**src/rtl/alu16_pkg.sv**
```systemverilog
package alu16_pkg;

   localparam int FN_BITS = 4;

   typedef enum logic [FN_BITS-1:0] {
      FN_ADD   = 4'd0,
      FN_SUB   = 4'd1,
      FN_SHL   = 4'd2,
      FN_SHR_L = 4'd3,
      FN_SHR_A = 4'd4,
      FN_LT_S  = 4'd5,
      FN_OR    = 4'd6,
      FN_AND   = 4'd7,
      FN_LMUL  = 4'd8,
      FN_LDIV  = 4'd9,
      FN_LADD  = 4'd10,
      FN_LSUB  = 4'd11
   } alu_fn_e;

endpackage

```
**src/rtl/alu16_lane_unit.sv**
```systemverilog
// One unsigned byte-wide lane: truncated multiply, restoring divide,
// wrapping add and subtract. No signal leaves the lane except its results.
module alu16_lane_unit #(
   parameter int LANE_W = 8
) (
   input  logic [LANE_W-1:0] lane_a,
   input  logic [LANE_W-1:0] lane_b,
   output logic [LANE_W-1:0] mul_o,
   output logic [LANE_W-1:0] div_o,
   output logic [LANE_W-1:0] add_o,
   output logic [LANE_W-1:0] sub_o
);

   if (LANE_W < 2) begin : g_bad_lane
      $error("alu16_lane_unit: LANE_W must be at least 2");
   end

   // Shift-and-add multiply; only the low LANE_W bits are ever formed.
   always_comb begin
      mul_o = '0;
      for (int i = 0; i < LANE_W; i++) begin
         if (lane_b[i]) begin
            mul_o = mul_o + (lane_a << i);
         end
      end
   end

   // Restoring division. A zero divisor makes every trial subtraction
   // succeed, so the quotient saturates to all ones by itself.
   logic [LANE_W:0]   part_rem;
   logic [LANE_W-1:0] quo;

   always_comb begin
      part_rem = '0;
      quo      = '0;
      for (int i = LANE_W - 1; i >= 0; i--) begin
         part_rem = {part_rem[LANE_W-1:0], lane_a[i]};
         if (part_rem >= {1'b0, lane_b}) begin
            part_rem = part_rem - {1'b0, lane_b};
            quo[i]   = 1'b1;
         end
      end
   end

   assign div_o = quo;
   assign add_o = lane_a + lane_b;
   assign sub_o = lane_a - lane_b;

endmodule

```
**src/rtl/alu16_addsub.sv**
```systemverilog
// Single shared adder for add, subtract and signed compare.
module alu16_addsub #(
   parameter int DATA_W = 16
) (
   input  logic [DATA_W-1:0] add_a,
   input  logic [DATA_W-1:0] add_b,
   input  logic              sub_en,
   output logic [DATA_W-1:0] sum_o,
   output logic              lt_o
);

   localparam int MSB = DATA_W - 1;

   logic [DATA_W-1:0] b_eff;
   logic [DATA_W-1:0] cin_vec;

   assign b_eff   = add_b ^ {DATA_W{sub_en}};
   assign cin_vec = {{(DATA_W-1){1'b0}}, sub_en};
   assign sum_o   = add_a + b_eff + cin_vec;

   // Signs differ: the negative operand is the smaller one.
   // Signs agree: the difference cannot overflow, so its sign decides.
   assign lt_o = (add_a[MSB] ^ add_b[MSB]) ? add_a[MSB] : sum_o[MSB];

endmodule

```
**src/rtl/alu16_shifter.sv**
```systemverilog
// Logarithmic right shifter; left shifts reuse it through bit reversal.
module alu16_shifter #(
   parameter int DATA_W = 16,
   parameter int SH_W   = $clog2(DATA_W)
) (
   input  logic [DATA_W-1:0] sh_val,
   input  logic [SH_W-1:0]   sh_amt,
   input  logic              dir_left,
   input  logic              arith,
   output logic [DATA_W-1:0] sh_res
);

   if ((1 << SH_W) != DATA_W) begin : g_bad_width
      $error("alu16_shifter: DATA_W must equal 2**SH_W");
   end

   logic              fill;
   logic [DATA_W-1:0] stg [SH_W+1];

   assign fill = ~dir_left & arith & sh_val[DATA_W-1];

   for (genvar i = 0; i < DATA_W; i++) begin : g_in_rev
      assign stg[0][i] = dir_left ? sh_val[DATA_W-1-i] : sh_val[i];
   end

   for (genvar s = 0; s < SH_W; s++) begin : g_stage
      localparam int STEP = 1 << s;
      assign stg[s+1] = sh_amt[s]
                      ? {{STEP{fill}}, stg[s][DATA_W-1:STEP]}
                      : stg[s];
   end

   for (genvar i = 0; i < DATA_W; i++) begin : g_out_rev
      assign sh_res[i] = dir_left ? stg[SH_W][DATA_W-1-i] : stg[SH_W][i];
   end

endmodule

```
**src/rtl/alu16_lanes.sv**
```systemverilog
module alu16_lanes
   import alu16_pkg::*;
#(
   parameter int DATA_W = 16,
   parameter int LANE_W = 8
) (
   input  logic [DATA_W-1:0]  op_a,
   input  logic [DATA_W-1:0]  op_b,
   input  logic [FN_BITS-1:0] func_sel,
   output logic [DATA_W-1:0]  result
);

   localparam int NUM_LANES = DATA_W / LANE_W;
   localparam int SH_W      = $clog2(DATA_W);

   if (DATA_W % LANE_W != 0) begin : g_bad_split
      $error("alu16_lanes: DATA_W must be a multiple of LANE_W");
   end
   if (NUM_LANES < 2) begin : g_bad_count
      $error("alu16_lanes: at least two lanes are required");
   end

   // Scalar add / subtract / compare on one adder.
   logic              sub_en;
   logic [DATA_W-1:0] sum_w;
   logic              lt_w;

   assign sub_en = (func_sel == FN_SUB) || (func_sel == FN_LT_S);

   alu16_addsub #(.DATA_W(DATA_W)) u_addsub (
      .add_a  (op_a),
      .add_b  (op_b),
      .sub_en (sub_en),
      .sum_o  (sum_w),
      .lt_o   (lt_w)
   );

   // Shifts.
   logic [DATA_W-1:0] shift_w;

   alu16_shifter #(.DATA_W(DATA_W), .SH_W(SH_W)) u_shift (
      .sh_val   (op_a),
      .sh_amt   (op_b[SH_W-1:0]),
      .dir_left (func_sel == FN_SHL),
      .arith    (func_sel == FN_SHR_A),
      .sh_res   (shift_w)
   );

   // Packed lanes.
   logic [DATA_W-1:0] lmul_w;
   logic [DATA_W-1:0] ldiv_w;
   logic [DATA_W-1:0] ladd_w;
   logic [DATA_W-1:0] lsub_w;

   for (genvar g = 0; g < NUM_LANES; g++) begin : g_lane
      alu16_lane_unit #(.LANE_W(LANE_W)) u_lane (
         .lane_a (op_a[g*LANE_W +: LANE_W]),
         .lane_b (op_b[g*LANE_W +: LANE_W]),
         .mul_o  (lmul_w[g*LANE_W +: LANE_W]),
         .div_o  (ldiv_w[g*LANE_W +: LANE_W]),
         .add_o  (ladd_w[g*LANE_W +: LANE_W]),
         .sub_o  (lsub_w[g*LANE_W +: LANE_W])
      );
   end

   // Result select.
   always_comb begin
      case (func_sel)
         FN_ADD,
         FN_SUB:   result = sum_w;
         FN_SHL,
         FN_SHR_L,
         FN_SHR_A: result = shift_w;
         FN_LT_S:  result = {{(DATA_W-1){1'b0}}, lt_w};
         FN_OR:    result = op_a | op_b;
         FN_AND:   result = op_a & op_b;
         FN_LMUL:  result = lmul_w;
         FN_LDIV:  result = ldiv_w;
         FN_LADD:  result = ladd_w;
         FN_LSUB:  result = lsub_w;
         default:  result = '0;
      endcase
   end

endmodule

```
**config.mk**
```make
export PLATFORM = sky130hd
export DESIGN_NAME = alu16_lanes
export DESIGN_NICKNAME = d
export VERILOG_FILES = /design/src/rtl/alu16_pkg.sv /design/src/rtl/alu16_lane_unit.sv /design/src/rtl/alu16_addsub.sv /design/src/rtl/alu16_shifter.sv /design/src/rtl/alu16_lanes.sv
export SDC_FILE = /design/constraint.sdc
export NUM_CORES = 1
export LEC_CHECK = 0
export ABC_CLOCK_PERIOD_IN_PS = 58900
export BUFFER_PORTS_ARGS = -buffer_cell sky130_fd_sc_hd__buf_2
export CORE_AREA = 2 2 170 172
export DETAILED_ROUTE_END_ITERATION = 12
export DIE_AREA = 0 0 172 174
export GPL_TIMING_DRIVEN = 0
export MAX_ROUTING_LAYER = met4
export PLACE_DENSITY = 0.52
export SETUP_SLACK_MARGIN = 0.4
export SYNTH_ARGS = -nofsm -noshare
export SYNTH_HDL_FRONTEND = slang
export SYNTH_SLANG_ARGS = --single-unit
export TNS_END_PERCENT = 1
```
**constraint.sdc**
```tcl
create_clock -name vclk -period 58.9
set_input_delay 11.78 -clock vclk [all_inputs]
set_output_delay 11.78 -clock vclk [all_outputs]
set_load 0.03 [all_outputs]
```
Word-level counts from Yosys, hierarchy flattened
Index checks and enable logic that the tools add are counted.
W data, S select, Z words.

word-level totals
  register bits = 0
  logic and storage cells = 156
  output and inout port bits = 16

cells by class
  equality and inequality tests = 11
  $lt $le $gt $ge = 16
  muxes and demuxes = 84
  reductions and logical operators = 4
  add/subtract/negate cells = 34
  bitwise gates (word level) = 7

operators with widths
  cell                  count
  $mux W8               30
  $pmux W16 S9          1
  $add A8 B8 Y8         16
  $ge A9 B8 Y1          14
  $sub A8 B8 Y8         14
  $mux W16              4
  $mux W1               49
  $add A16 B1 Y16       1
  $add A16 B16 Y16      1
  $and A16 B16 Y16      1
  $eq A4 B3 Y1 const B  4
  $eq A4 B4 Y1 const B  4
  $ge A1 B8 Y1          2
  $or A16 B16 Y16       1
  $sub A1 B8 Y8         2
  $xor A16 B16 Y16      1
  $eq A4 B2 Y1 const B  2
  $eq A4 B1 Y1 const B  1
  $logic_not A4 Y1      1
  $reduce_or A3 Y1      1
  $and A1 B1 Y1         2
  $reduce_or A2 Y1      1
  $logic_or A1 B1 Y1    1
  $not A1 Y1            1
  $xor A1 B1 Y1         1

Longest topological paths before layout
  depth after elaboration = 17
  gate-level depth with buffers = 88

Hierarchy
Synthesis repeated with hierarchy kept, for this count alone.

second synthesis, totals
  cells, all modules = 1,661
  area, all modules = 12,813.5 µm²

modules (own cells, without submodules)
  module                              seq. area each (µm²)  times used  cells an instance  area each (µm²)
  alu16_lane_unit (g_lane[0].u_lane)  0.0                   1           563                4,528.1
  alu16_lane_unit (g_lane[1].u_lane)  0.0                   1           560                4,416.7
  alu16_shifter                       0.0                   1           231                1,707.9
  alu16_lanes                         0.0                   1           185                1,216.2
  alu16_addsub                        0.0                   1           122                944.7

Worst setup path after synthesis
No wires, ideal clock.

  path kind = input-to-output
  start = input op_b[9]
  end = output result[8]
  buffers on the path = 4
  arrival time = 26.775 ns
  slack = 20.345 ns
  stages = 83
  path through = buf_2 -> clkinv_1 -> ha_1 -> o211ai_1 -> nor2_1 -> a21oi_1 -> inv_1 -> ha_1 -> nor2b_1 -> o31a_1 -> o21ai_0 -> nand3_1 -> o21ai_0 -> inv_1 -> ha_1 -> nor2b_1 -> o21ai_0 -> a21boi_0 -> [47 not listed] -> a21oi_1 -> o21ai_0 -> a211o_1 -> nor2_1 -> a31oi_2 -> mux2i_1 -> ha_1 -> a21o_1 -> a21oi_1 -> nor2b_1 -> o21ai_0 -> nand2b_1 -> a21oi_1 -> nor2b_1 -> o21ai_0 -> nand2b_1 -> o31a_1 -> a311o_1

on the way
  longest elaborated chain between the ends = 17

RTL lines
  item                                           RTL line                                      text
  start, declared                                alu16_lanes.sv:8                              input logic [DATA_W-1:0] op_b,
  $sub A1 B8 Y8 or $ge A1 B8 Y1 (tied branches)  alu16_lane_unit.sv:39, alu16_lane_unit.sv:38
  $mux W8                                        alu16_lane_unit.sv:38                         if (part_rem >= {1'b0, lane_b}) begin
  $sub A8 B8 Y8 or $ge A9 B8 Y1 (tied branches)  alu16_lane_unit.sv:39, alu16_lane_unit.sv:38
  $mux W8                                        alu16_lane_unit.sv:38
  $sub A8 B8 Y8 or $ge A9 B8 Y1 (tied branches)  alu16_lane_unit.sv:39, alu16_lane_unit.sv:38
  $mux W8                                        alu16_lane_unit.sv:38
  $sub A8 B8 Y8 or $ge A9 B8 Y1 (tied branches)  alu16_lane_unit.sv:39, alu16_lane_unit.sv:38
  $mux W8                                        alu16_lane_unit.sv:38
  $sub A8 B8 Y8 or $ge A9 B8 Y1 (tied branches)  alu16_lane_unit.sv:39, alu16_lane_unit.sv:38
  $mux W8                                        alu16_lane_unit.sv:38
  $sub A8 B8 Y8 or $ge A9 B8 Y1 (tied branches)  alu16_lane_unit.sv:39, alu16_lane_unit.sv:38
  $mux W8                                        alu16_lane_unit.sv:38
  $sub A8 B8 Y8 or $ge A9 B8 Y1 (tied branches)  alu16_lane_unit.sv:39, alu16_lane_unit.sv:38
  $mux W8                                        alu16_lane_unit.sv:38
  $ge A9 B8 Y1                                   alu16_lane_unit.sv:38
  $mux W1                                        alu16_lane_unit.sv:38
  $pmux W16 S9 *                                 alu16_lanes.sv:68                             case (func_sel)
  end, declared                                  alu16_lanes.sv:10                             output logic [DATA_W-1:0] result

Every way passes the cells marked *; elsewhere a longest branch is shown, timed or not.

Final worst setup path
Ends and elaborated chain as after synthesis.

==> out/qor.yml <==
synth.area.top_cells: "ha_1, xnor2_1, mux2i_1"
ioPinCount: 52
drt_wl_total_um: 36300
floorplan.initialDensity_pct: 39.1
finalPower_mw: 0.272
critPathKind: "input pin to output pin"
power_density_nw_per_um2: 23.1
synth_commonest_cells: "ha_1, a21oi_1, xnor2_1, nand2_1"
cp_max_fo: 15
fin_crit_ns: 42.15
die_w_um: 172
antenna_cells: 0
irDropWorstVdd_uv: 10.4
drv_cap: 0
rsz0062_at_grt: "no"
period_share_pct: 71.6
cp.arrival_ns: 30.37
seq_cells: 0
grt_max_degree: 19
cp_common_cell: "o21ai_0"
antenna_left: 0
area_growth_pct: 6.56
max_freq_mhz: 23.7
grt_pass1_wl_um: 58300
nFillCells: 3007
rows: 62
synth_area_leader_cell: "ha_1"
nClkBuffers: 0
place_congestion: 0.942
vias_per_cell: 5.79
slowest_stage: "clkinv_1"
cp.required_ns: 47.12
synth_area_um2: 11100
post-synth-top-count-cell: "ha_1"
switching_share_pct: 55.0
critPathLaunchType: "input pin"
yosys.area.top_type_share_pct: 23.1
combPwrFrac_pct: 100.0
post_route_cells_drive_above_1_share_pct: 8.95
die_height_um: 174
num_vias: 11017
postCtsSetupBuffers: 0
dieArea_um2: 29900
dr.pass1.iters: 5
synth_area_per_cell_um2: 7.52
core-area_um2: 28200
antenna_found_initial: 0
tns_ns: 0
p_int_mw: 0.123
hold_buffers: 0
portBuffers: 49
pwr-share-seq_pct: 0
p_leak_nw: 5.61
synth_fp_nets: 1735
worst_pin_slew_ns: 1.32
dp_hpwl_um: 29000
drc: 0
yosysUniqueCellTypes: 82
clockPowerShare_pct: 0
slew_headroom_pct: 11.5
seq_area_um2: 0
outcome: "complete, no violations"
hold_viol: 0
ys_warn_count: 0
fin_nets: 1786
synth_cells: 1470
grt_util_all_layers_pct: 24.9
grt_pass1_vias: 10621
setup_viol: 0
crit_path_end_kind: "output pin"
maxSlewViolCount: 0
switchingPower_mw: 0.150
grt_overflow_total: 0
hold_class: "input pin to output pin"
slowest_delay_ns: 0.60
detail_route.wl_per_cell_um: 19.1
cts_resized: 0
seq_area_frac_synth_pct: 0
drt_iter0_markers: 740
==> routing by layer <==
metal	wire (um)	vias to the layer above	track usage, %
li1	-	5474	-
met1	17000	5242	33.8
met2	17200	272	42.7
met3	1540	29	0.592
met4	505	0	2.31
met5	0	-	-
==> worst paths after layout <==
kind | from | end | slack (ns) | cells after the start
max | op_b[9] | result[8] | 16.75 | 85
min | op_b[6] | result[6] | 24.18 | 4
==> cells by family after synthesis <==
| kind of cell | after synthesis | share of synthesized area, % |
|---|---|---|
| compound gates | 430 | 25.2 |
| fa+ha+maj | 234 | 28.1 |
| mux | 120 | 11.7 |
| simple gates | 380 | 17.3 |
| xor+xnor | 156 | 12.4 |
| buf+inv | 150 | 5.44 |
==> metrics by stage <==
stage	utilization [%]	setup WS [ns]	instance area, um^2	hold WS (ns)	cells
2_1_floorplan	-	20.35	11100	23.92	1470
3_3_place_gp	41.7	16.91	11800	24.16	1903
3_5_place_dp	41.7	16.65	11800	24.16	1903
4_1_cts	41.7	16.59	11800	24.17	1903
5_1_grt	41.7	14.65	11800	24.20	1903
6_report	41.7	16.75	11800	24.18	1903
==> power groups by stage <==
stage	logic, mW	clock network (mW)	registers [mW]
after floorplan	0.213	0	0
after global placement	0.268	0	0
after detailed placement	0.271	0	0
after CTS	0.273	0	0
after global routing	0.307	0	0
final	0.272	0	0
==> final cells by class <==
cell class	count	area (um^2)	area share [%]
buffer	46	211	1.80
inverter	104	390	3.31
multi-input combinational	1320	10500	88.7
tap	384	480	4.08
timing repair buffer	49	245	2.08
==> layout by cell type (no fill, tap or decap), types with 8 or more instances in the layout <==
cell,instances
nand2_1,100
fa_1,25
o21bai_1,13
mux2_2,45
a21o_1,42
o21a_1,14
xnor2_1,116
a21oi_1,133
nor2b_1,36
nor3_1,23
a211o_1,9
inv_1,96
nand3_1,21
or3_1,8
and2_1,15
and3_1,12
xor2_1,40
clkbuf_1,31
o211ai_1,11
o221ai_1,15
nand4_1,10
ha_1,204
a31oi_1,15
mux2i_1,71
buf_2,56
nor2_1,99
o21ai_0,99
nand2b_1,23
a21boi_0,9
==> critical path, delay by kind of cell <==
family / cells / cell delay, ns
muxes: 3 / 0.90
buffers and inverters: 13 / 2.58
AOI/OAI and AO/OA: 42 / 9.95
and+or+nand+nor: 19 / 2.63
adders and majority gates: 8 / 2.49
No activity file was read; power rests on OpenSTA's default activity.
